==> config.mk <==
export PLATFORM = sky130hd
export DESIGN_NAME = lcd_row_timing
export DESIGN_NICKNAME = d
export VERILOG_FILES = /design/src/rtl/lcd_row_pkg.sv /design/src/rtl/lcd_frame_sync.sv /design/src/rtl/lcd_row_divider.sv /design/src/rtl/lcd_row_sequencer.sv /design/src/rtl/lcd_row_timing.sv
export SDC_FILE = /design/constraint.sdc
export NUM_CORES = 1
export LEC_CHECK = 0
export ABC_AREA = 1
export ABC_CLOCK_PERIOD_IN_PS = 2100
export BUFFER_PORTS_ARGS = -buffer_cell sky130_fd_sc_hd__buf_2
export CORE_MARGIN = 3
export CORE_UTILIZATION = 30
export CTS_CLUSTER_DIAMETER = 120
export DETAILED_ROUTE_END_ITERATION = 7
export SYNTH_ARGS = -nofsm -noshare
export SYNTH_HDL_FRONTEND = slang
export SYNTH_SLANG_ARGS = --single-unit
==> constraint.sdc <==
create_clock -name clk -period 2.1 [get_ports clk]
set_input_delay 0.105 -clock clk [delete_from_list [all_inputs] [get_ports clk]]
set_output_delay 0.105 -clock clk [all_outputs]
set_load 0.05 [all_outputs]
==> src/rtl/lcd_row_pkg.sv <==
package lcd_row_pkg;
  localparam int ROW_W    = 5;
  localparam int MAX_ROWS = 24;

  typedef enum logic [1:0] {
    DUTY_8  = 2'b00,
    DUTY_16 = 2'b01,
    DUTY_20 = 2'b10,
    DUTY_24 = 2'b11
  } duty_e;

  function automatic logic [ROW_W-1:0] duty_rows(input logic [1:0] code);
    case (duty_e'(code))
      DUTY_8:  duty_rows = ROW_W'(8);
      DUTY_16: duty_rows = ROW_W'(16);
      DUTY_20: duty_rows = ROW_W'(20);
      default: duty_rows = ROW_W'(24);
    endcase
  endfunction

  function automatic int unsigned row_period(input int unsigned clk_hz,
                                             input int unsigned frame_hz,
                                             input int unsigned rows);
    int unsigned q;
    q = clk_hz / (frame_hz * rows);
    row_period = (q == 0) ? 1 : q;
  endfunction
endpackage

==> src/rtl/lcd_frame_sync.sv <==
module lcd_frame_sync (
  input  logic clk,
  input  logic rst,
  input  logic pin_in,
  output logic rise
);
  logic [2:0] sync_q;

  always_ff @(posedge clk) begin
    if (rst) sync_q <= 3'b000;
    else     sync_q <= {sync_q[1:0], pin_in};
  end

  assign rise = sync_q[1] & ~sync_q[2];

  p_rise_single_r6: assert property (@(posedge clk) disable iff (rst)
    rise |=> !rise);
endmodule

==> src/rtl/lcd_row_divider.sv <==
module lcd_row_divider
  import lcd_row_pkg::*;
#(
  parameter int unsigned CLK_HZ   = 1_000_000,
  parameter int unsigned FRAME_HZ = 75
) (
  input  logic       clk,
  input  logic       rst,
  input  logic [1:0] duty,
  input  logic       restart,
  output logic       tick
);
  localparam int unsigned P8  = row_period(CLK_HZ, FRAME_HZ, 8);
  localparam int unsigned P16 = row_period(CLK_HZ, FRAME_HZ, 16);
  localparam int unsigned P20 = row_period(CLK_HZ, FRAME_HZ, 20);
  localparam int unsigned P24 = row_period(CLK_HZ, FRAME_HZ, 24);
  localparam int CNT_W = $clog2(P8 + 1);

  logic [CNT_W-1:0] cnt_q;
  logic [CNT_W-1:0] last_cnt;

  always_comb begin
    case (duty_e'(duty))
      DUTY_8:  last_cnt = CNT_W'(P8 - 1);
      DUTY_16: last_cnt = CNT_W'(P16 - 1);
      DUTY_20: last_cnt = CNT_W'(P20 - 1);
      default: last_cnt = CNT_W'(P24 - 1);
    endcase
  end

  assign tick = (cnt_q >= last_cnt);

  always_ff @(posedge clk) begin
    if (rst || restart) cnt_q <= '0;
    else if (tick)      cnt_q <= '0;
    else                cnt_q <= cnt_q + 1'b1;
  end

  p_cnt_bound_r1: assert property (@(posedge clk) disable iff (rst)
    cnt_q <= CNT_W'(P8 - 1));
endmodule

==> src/rtl/lcd_row_sequencer.sv <==
module lcd_row_sequencer
  import lcd_row_pkg::*;
(
  input  logic             clk,
  input  logic             rst,
  input  logic [ROW_W-1:0] rows,
  input  logic             tick,
  input  logic             restart,
  output logic [ROW_W-1:0] row_idx,
  output logic             frame_start,
  output logic             polarity,
  output logic             frame_out
);
  logic [ROW_W-1:0] row_q, row_nxt;
  logic             wrap;

  assign wrap = restart || (tick && (row_q >= rows - 1'b1));

  always_comb begin
    if (wrap)      row_nxt = '0;
    else if (tick) row_nxt = row_q + 1'b1;
    else           row_nxt = row_q;
  end

  always_ff @(posedge clk) begin
    if (rst) begin
      row_q       <= '0;
      frame_start <= 1'b0;
      polarity    <= 1'b0;
      frame_out   <= 1'b1;
    end else begin
      row_q       <= row_nxt;
      frame_start <= wrap;
      frame_out   <= (row_nxt == '0);
      if (wrap) polarity <= ~polarity;
    end
  end

  assign row_idx = row_q;

  p_start_row0_r3: assert property (@(posedge clk) disable iff (rst)
    frame_start |-> (row_idx == '0));

  p_pol_flip_r4: assert property (@(posedge clk) disable iff (rst)
    frame_start |-> (polarity != $past(polarity)));

  p_row_step_r2: assert property (@(posedge clk) disable iff (rst)
    (row_idx != $past(row_idx)) |-> ((row_idx == $past(row_idx) + 1'b1) || (row_idx == '0)));

  p_row_max_r2: assert property (@(posedge clk) disable iff (rst)
    row_idx < ROW_W'(MAX_ROWS));
endmodule

==> src/rtl/lcd_row_timing.sv <==
module lcd_row_timing
  import lcd_row_pkg::*;
#(
  parameter int unsigned CLK_HZ   = 1_000_000,
  parameter int unsigned FRAME_HZ = 75,
  parameter int          NUM_OUTS = 32
) (
  input  logic                clk,
  input  logic                rst,
  input  logic [1:0]          cfg_mux,
  input  logic                cfg_ext_n,
  input  logic                frame_in,
  output logic                frame_out,
  output logic                frame_oe,
  output logic [ROW_W-1:0]    row_idx,
  output logic                frame_start,
  output logic                polarity,
  output logic [NUM_OUTS-1:0] row_role
);
  logic [ROW_W-1:0] rows;
  logic             ext_rise, restart, tick;

  assign rows    = duty_rows(cfg_mux);
  assign restart = ext_rise && !cfg_ext_n;

  lcd_frame_sync i_sync (
    .clk    (clk),
    .rst    (rst),
    .pin_in (frame_in),
    .rise   (ext_rise)
  );

  lcd_row_divider #(.CLK_HZ(CLK_HZ), .FRAME_HZ(FRAME_HZ)) i_div (
    .clk     (clk),
    .rst     (rst),
    .duty    (cfg_mux),
    .restart (restart),
    .tick    (tick)
  );

  lcd_row_sequencer i_seq (
    .clk         (clk),
    .rst         (rst),
    .rows        (rows),
    .tick        (tick),
    .restart     (restart),
    .row_idx     (row_idx),
    .frame_start (frame_start),
    .polarity    (polarity),
    .frame_out   (frame_out)
  );

  always_ff @(posedge clk) begin
    if (rst) frame_oe <= 1'b0;
    else     frame_oe <= cfg_ext_n;
  end

  for (genvar gi = 0; gi < NUM_OUTS; gi++) begin : g_role
    always_ff @(posedge clk) begin
      if (rst) row_role[gi] <= 1'b0;
      else     row_role[gi] <= cfg_ext_n && (gi < int'(rows));
    end
  end

  p_oe_cfg_r5: assert property (@(posedge clk) disable iff (rst)
    1'b1 |=> (frame_oe == $past(cfg_ext_n)));

  p_no_rows_ext_r7: assert property (@(posedge clk) disable iff (rst)
    !frame_oe |-> (row_role == '0));

  p_role_count_r7: assert property (@(posedge clk) disable iff (rst)
    frame_oe |-> ($countones(row_role) <= MAX_ROWS));
endmodule

==> results of run 1 <==
state kept, by name, indices dropped and copies added, names as in the netlist:
register and cells:
i_div.cnt_q 11, row_role 7, i_seq.row_idx 5, i_sync.sync_q 3, frame_oe 1, i_seq.frame_out 1
i_seq.frame_start 1, i_seq.polarity 1
how the worst max path moves through the flow:
stage / endpoint / slack, ns / depth (start not counted)
global route: i_seq.frame_out / 0.08 / 16
detailed placement: i_seq.frame_out / -0.04 / 16
global placement: i_seq.frame_out / 0.07 / 17
CTS: i_seq.frame_out / 0.27 / 16
floorplan: i_seq.frame_out / 0.20 / 16
finish: i_seq.frame_out / 0.27 / 16
metrics by stage:
step                util, %  hold slack [ns]
floorplan                 -            0.188
detailed placement     34.2            0.312
global placement       34.2            0.312
CTS                    35.8           0.0141
finish                 35.8           0.0224
global route           35.8           0.0230
cell type report:
cell class	instances	area (sq um)	share of cell area (%)
multi-input combinational	137	857	42.7
sequential	30	601	29.9
timing repair buffer	48	255	12.7
inverter	30	113	5.61
tap	72	90.1	4.49
clock buffer	7	86.3	4.30
clock inverter	1	5.00	0.249
synth_stat cells (2+ instances only):
library cell and number:
nor2_4 2, nor3_1 8, nand3_1 5, xor2_1 5, nand3_4 2, nand4_1 7
nand2_2 4, ha_1 20, nor2_1 28, buf_4 25, o21ai_0 4, a21oi_1 7
dfxtp_1 30, a31oi_1 3, nand2_1 29, inv_1 30
cell families (layout without fill, tap and decap cells):
group / after synthesis / in the layout / synth area share (%)
AOI/OAI and AO/OA: 15 / 15 / 4.67
xor gates and xnor gates: 6 / 6 / 2.97
buffers and inverters: 58 / 86 / 18.1
other: 1 / 4 / 0.212
adders and majority gates: 20 / 20 / 14.2
and+or+nand+nor: 92 / 92 / 25.8
DFF: 30 / 30 / 34.0
power by group through the flow:
stage                     Clock (W)  Sequential [W]  Combinational (W)
after global routing       0.000515        0.000598           0.000254
after detailed placement          0        0.000608           0.000232
final                      0.000474        0.000595           0.000231
after global placement            0        0.000608           0.000230
after floorplan                   0        0.000638           0.000179
after CTS                  0.000492        0.000595           0.000232
layout by cell type, fill, tap and decap left out, drive strengths merged:
master,count
a31oi,3
or3,1
clkinv,1
a21oi,8
and3,1
conb,4
clkbuf,7
xor2,5
nor4,1
xnor2,1
nand3,7
nand2,33
ha,20
nand4,7
dfxtp,30
nor3b,1
and2,1
buf,48
nor2,30
nor3,9
o21ai,4
nand3b,1
inv,30
per-layer routing:
| metal | vias up | share of wire (%) | global-route usage [%] |
|---|---|---|---|
| met2 | 42 | 45 | 16.8 |
| li1 | 737 | - | - |
| met4 | 0 | 2.3 | 5.88 |
| met3 | 6 | 8.1 | 3.69 |
| met1 | 595 | 45 | 10.6 |
| met5 | - | 0 | 0 |
critical path, stage by stage:
cell     delay, ns
buf_2         0.13
inv_1         0.12
ha_1          0.18
inv_1         0.07
ha_1          0.30
ha_1          0.30
nand2_1       0.08
inv_1         0.05
nand4_1       0.06
nand4_1       0.09
nand2_2       0.08
nand2_2       0.12
nor2_1        0.14
nor2_1        0.05
nand3_1       0.07
nand2_1       0.04
==> qor.txt, run 1 <==
Status -> complete, no violations
FP Rows -> 27
Max Clock Freq -> 547 MHz
Reg2reg setup slack -> 0.29 ns
Reg2reg end -> i_seq.frame_out
Core ar. -> 0.00561 sq mm
Element type at the critical path start -> input port
Via count -> 1380
Hold EP -> i_sync.sync_q[0]
Post-synth cell types -> 29
Port bufs -> 42
Gp weighted congestion -> 0.801
Worst Hold Class -> in2reg
Inst Count DP -> 317
Power density over the cells -> 648 mW/mm^2
Root Driver -> clkbuf_8
Finish-stage setup viols -> 0
Synthesized area per cell -> 7.96 sq um
Io pins -> 47
Clock power frac -> 36.5%
Cell area after synthesis -> 0.00177 sq mm
Hold_sp -> frame_in
Post-synthesis sequential area ratio -> 34.0%
Hold path cells -> 3
Final non-filler cell total -> 325
Ys flop type -> dfxtp_1
Layout Skew -> 0.00536 ns
Max Cap Violations -> 0
Synthesized netlist cell count -> 222
CTS tree -> built
DR pass1 iterations -> 4
Vias in the first global route -> 1203
VDD IR max -> 237 uV
Total Nets Final -> 278
Die Width -> 82.7 um
Post-CTS resize count -> 0
Hold-fix buffers, CTS -> 0
Diodes inserted -> 0
Vias per cell -> 4.25
Async SR Flop Fraction -> 0%
Detailed placer's ending HPWL -> 2.54 mm
CP Class -> in2reg
Fin area -> 0.00201 sq mm
RR Startpoint -> i_div.cnt_q[6]
Placed cell area -> 0.00192 sq mm
Die area -> 0.00685 sq mm
CP arrival -> 2.01 ns
Final Cycle Share -> 87.0%
DRT antenna net count -> 0
Initial DRC count -> 49
Total Power -> 0.00130 W
Yosys warns -> 0
Share of cells above drive strength 1 -> 26.1%
Yosys reg bits -> 30
Critical Path Sink Type -> register
Sw power -> 0.000398 W
Lkg Pwr -> 1.00 nW
Logic pwr share -> 17.8%
Setup_tns -> 0 ns
Seq pwr share -> 45.8%
Starting density of the core -> 31.5%
H-tree lvl count -> 2
Fillers -> 599
Hold Violations, Final -> 0
Sink Count -> 30
Clock Path Buffers -> 2
Top cell type by total area after synthesis -> dfxtp_1
Sw frac -> 30.6%
Post-synth EDFFs -> 0
DRC -> 0
Total track usage -> 9.98%
Worst setup path startpoint -> cfg_mux[0]
Initial antenna violation count -> 0
DRT Wirelength -> 3.20 mm
DR WL/cell -> 9.85 um
Final Worst Setup Slack -> 0.272 ns
First-pass GRT wire length -> 5.08 mm
Largest net degree at the start of global routing -> 13
Largest cells by area after synthesis -> dfxtp_1 (34%), ha_1 (14%), buf_4 (11%)
Top-area cell type share of the netlist area -> 34.0%
Crit path max fanout -> 11
Internal power -> 0.000902 W
RSZ-0062 raised after global routing -> no
FF-to-FF path depth -> 13
Post-CTS Setup Bufs -> 0
Clock transition at path regs -> 0.07 ns
CP Data Required Time -> 2.28 ns
Area Growth Syn to Fin -> 13.6%
CTS buffer count -> 5
Pre-CTS setup slack -> -0.0351 ns
Clock Latency Late Sink -> 0.28 ns
Die height -> 82.7 um
Final Slew Violations -> 0
Minimum clock period -> 1.83 ns
Global route overflow -> 0
No activity file was read; power rests on OpenSTA's default activity.
==> run 2: changes to the inputs <==
--- a/config.mk
+++ b/config.mk
@@ -5,7 +5,7 @@
 export SDC_FILE = /design/constraint.sdc
 export NUM_CORES = 1
 export LEC_CHECK = 0
-export ABC_AREA = 1
+export ABC_AREA = 0
 export ABC_CLOCK_PERIOD_IN_PS = 2100
 export BUFFER_PORTS_ARGS = -buffer_cell sky130_fd_sc_hd__buf_2
 export CORE_MARGIN = 3
==> run 2 against run 1 <==
Non-clock buffer count up 13. Via count down 4.0%. Synthesized area shrank 4.7%. Die area decreased by 4.4%. Critical path depth is 5 lower. Global-route usage up 1.1 points. Core utilization increased by 3.0 points. Sequential share of layout area decreased by 0.51 points. Cell count is 7.4% lower. Fmax is 7.1% lower. Register-to-register slack got worse by 0.16 ns. Count of clock-buffer cells in the layout is the same.
==> qor.txt, run 2 <==
Port bufs -> 42 (unchanged)
CTS buffer count -> 5 (unchanged)
Die height -> 80.9 um (was 82.7 um)
Biggest register -> i_div.cnt_q (unchanged)
Worst Hold Class -> in2reg (unchanged)
Commonest non-fill, non-tap cell in the layout -> buf_2 (unchanged)
Metal3 WL -> 246 um (was 258 um)
Sink Count -> 30 (unchanged)
Pre-CTS setup slack -> -0.175 ns (was -0.0351 ns)
Met1 wire length -> 1.57 mm (was 1.43 mm)
Crit path cell chain -> buf_2, inv_1, ha_1, inv_1, ha_1, ha_1, o211ai_1, o211a_1, and3_1, a211oi_2, a41o_1 (was buf_2, inv_1, ha_1, inv_1, ha_1, ha_1, nand2_1, inv_1, nand4_1, nand4_1, nand2_2, nand2_2, nor2_1, nor2_1, nand3_1, nand2_1)
Largest net degree at the start of global routing -> 14 (was 13)
Max Cap Violations -> 0 (unchanged)
Hold_ws -> 0.0312 ns (was 0.0224 ns)
Metal2 WL -> 1.38 mm (was 1.43 mm)
DRC -> 0 (unchanged)
RSZ-0062 raised after global routing -> no (unchanged)
Clock Path Buffers -> 2 (unchanged)
Post-synth cell types -> 34 (was 29)
Vias in the first global route -> 1249 (was 1203)
DRT antenna net count -> 0 (unchanged)
Initial antenna violation count -> 0 (unchanged)
Cell area after synthesis -> 0.00168 sq mm (was 0.00177 sq mm)
Largest cells by area after synthesis -> dfxtp_1 (36%), ha_1 (15%), buf_4 (11%) (was dfxtp_1 (34%), ha_1 (14%), buf_4 (11%))
Top Layer Used -> met4 (unchanged)
Max FFs per register -> 11 (unchanged)
Slowest cell on the critical path -> ha_1 (unchanged)
Fillers -> 564 (was 599)
Critical Path Sink Type -> register (unchanged)
First-pass GRT wire length -> 5.46 mm (was 5.08 mm)
Top cell type by total area after synthesis -> dfxtp_1 (unchanged)
Vias per cell -> 4.40 (was 4.25)
Area Growth Syn to Fin -> 21.6% (was 13.6%)
Async SR Flop Fraction -> 0% (unchanged)
CP dominant cell by count -> ha_1
Post-synthesis sequential area ratio -> 35.7% (was 34.0%)
Total Nets Final -> 256 (was 278)
Io pins -> 47 (unchanged)
Hold-fix buffers, CTS -> 0 (unchanged)
Ys flop type -> dfxtp_1 (unchanged)
Total track usage -> 11.0% (was 9.98%)
Top-count cell post-synth -> dfxtp_1
Final Cycle Share -> 93.7% (was 87.0%)
Via count -> 1325 (was 1380)
H-tree lvl count -> 2 (unchanged)
Die Width -> 80.9 um (was 82.7 um)
Clock transition at path regs -> 0.06 ns (was 0.07 ns)
CP Class -> in2reg (unchanged)
Synthesized area per cell -> 9.05 sq um (was 7.96 sq um)
Post-synth EDFFs -> 0 (unchanged)
Most frequent cells in the layout -> buf_2 (42), dfxtp_1 (29), nor2_1 (21) (was buf_2 (42), inv_1 (30), dfxtp_1 (30))
Most frequent cells after synthesis -> dfxtp_1 (30), buf_4 (25), nor2_1 (21) (was dfxtp_1 (30), inv_1 (30), nand2_1 (29))
Status -> complete, no violations (unchanged)
FP Rows -> 26 (was 27)
Final Slew Violations -> 0 (unchanged)
Gp weighted congestion -> 0.881 (was 0.801)
Core ar. -> 0.00527 sq mm (was 0.00561 sq mm)
DR WL/cell -> 10.8 um (was 9.85 um)
Diodes inserted -> 0 (unchanged)
CP Data Required Time -> 2.33 ns (was 2.28 ns)
Crit path max fanout -> 5 (was 11)
DR pass1 iterations -> 4 (unchanged)
Share of cells above drive strength 1 -> 32.5% (was 26.1%)
Lkg Pwr -> 1.03 nW (was 1.00 nW)
Final Worst Setup Slack -> 0.133 ns (was 0.272 ns)
Largest delay share family, worst path -> compound AO/OA/AOI/OAI gates (was adder cells)
Max Clock Freq -> 508 MHz (was 547 MHz)
Starting density of the core -> 31.9% (was 31.5%)
Hold Violations, Final -> 0 (unchanged)
DRT Wirelength -> 3.27 mm (was 3.20 mm)
Clock Latency Late Sink -> 0.28 ns (about the same)
Worst path buffer plus inverter count -> 3 (was 4)
Detailed placer's ending HPWL -> 2.48 mm (was 2.54 mm)
Yosys warns -> 0 (unchanged)
VDD IR max -> 293 uV (was 237 uV)
Synthesized netlist cell count -> 186 (was 222)
Top-area cell type share of the netlist area -> 35.7% (was 34.0%)
Element type at the critical path start -> input port (unchanged)
CTS tree -> built (unchanged)
Global route overflow -> 0 (unchanged)
Minimum clock period -> 1.97 ns (was 1.83 ns)
Initial DRC count -> 25 (was 49)
Power density over the cells -> 634 mW/mm^2 (was 648 mW/mm^2)
Die area -> 0.00654 sq mm (was 0.00685 sq mm)
Root Driver -> clkbuf_8 (unchanged)
Yosys reg bits -> 30 (unchanged)
Layout Skew -> 0.00342 ns (was 0.00536 ns)
CP arrival -> 2.19 ns (was 2.01 ns)
Critical Path Max Stage Delay -> 0.31 ns (was 0.30 ns)
Finish-stage setup viols -> 0 (unchanged)
[run 2: cell count changes after synthesis, moves of 3 or more]
cell,delta
nand2_1,-21
inv_1,-19
nor2_1,-7
and3_1,+6
nand4_1,-6
nor3_1,-5
nand2_2,-4
nand2b_1,+4
o21ai_0,-4
xnor2_1,+4
a211oi_2,+3
nor2b_1,+3
[run 2: final timing paths]
check                                      start                to  slack [ns]  depth (start not counted)
worst min-delay path                    frame_in  i_sync.sync_q[0]        0.03                          2
worst max-delay path                  cfg_mux[0]   i_seq.frame_out        0.13                         11
worst max register to register   i_div.cnt_q[10]   i_seq.frame_out        0.13                          7
worst min register to register  i_sync.sync_q[0]  i_sync.sync_q[1]        0.44                          1
[run 2: cells by family after synthesis]
kind of cell	after synthesis	share of synthesized area, %
simple gates	60	17.9
buf+inv	39	14.3
flops	30	35.7
compound gates	24	10.6
fa+ha+maj	20	14.9
xor+xnor	11	5.72
other cells	1	0.223
mux	1	0.595
[run 2: final cells by class]
type                            instances  area, sq um  area share (%)
Tap cell                               70         87.6            4.28
Clock inverter                          1         5.00           0.245
Inverter                               11         41.3            2.02
Clock buffer                            7         86.3            4.22
Multi-Input combinational cell        121          871            42.6
Timing Repair Buffer                   61          353            17.2
Sequential cell                        30          602            29.4
[run 2: worst register-to-register path: cells and delay by family, from the launching register on]
| kind | cells | cell delay (ns) |
|---|---|---|
| AO/OA/AOI/OAI | 4 | 0.96 |
| adder cells (fa/ha/maj) | 1 | 0.30 |
| flip-flops | 1 | 0.33 |
| AND/OR/NAND/NOR | 1 | 0.11 |
| buffers and inverters | 1 | 0.17 |
[run 2: where the power goes]
part           internal [W]  total, W  switching, W
sequential         0.000585  0.000594    0.00000945
combinational     0.0000629  0.000230      0.000167
clock              0.000264  0.000472      0.000208
total              0.000911   0.00130      0.000385
[run 2: what timing repair did]
| action | 4_1_cts | 5_1_grt |
|---|---|---|
| pin swaps | 0 | 4 |
| buffers inserted | 0 | 1 |
| setup endpoints to repair | 1 | 12 |
| gates cloned | 0 | 1 |
| gates resized for setup | 1 | 2 |
[run 2: routing by layer]
layer	global-route usage (%)	up-vias
met4	5.57	0
li1	-	692
met2	17.4	46
met5	0	-
met3	3.33	8
met1	13.6	579
[run 2: metrics by stage]
step	util, %	setup TNS (ns)	total power [W]	cells	area [sq um]
2_1_floorplan	-	0	0.000800	189	1690
3_3_place_gp	36.6	-0.380	0.000829	291	1930
3_5_place_dp	36.6	-0.880	0.000831	291	1930
4_1_cts	38.4	0	0.00132	299	2020
5_1_grt	38.8	0	0.00137	301	2050
6_report	38.8	0	0.00130	301	2050
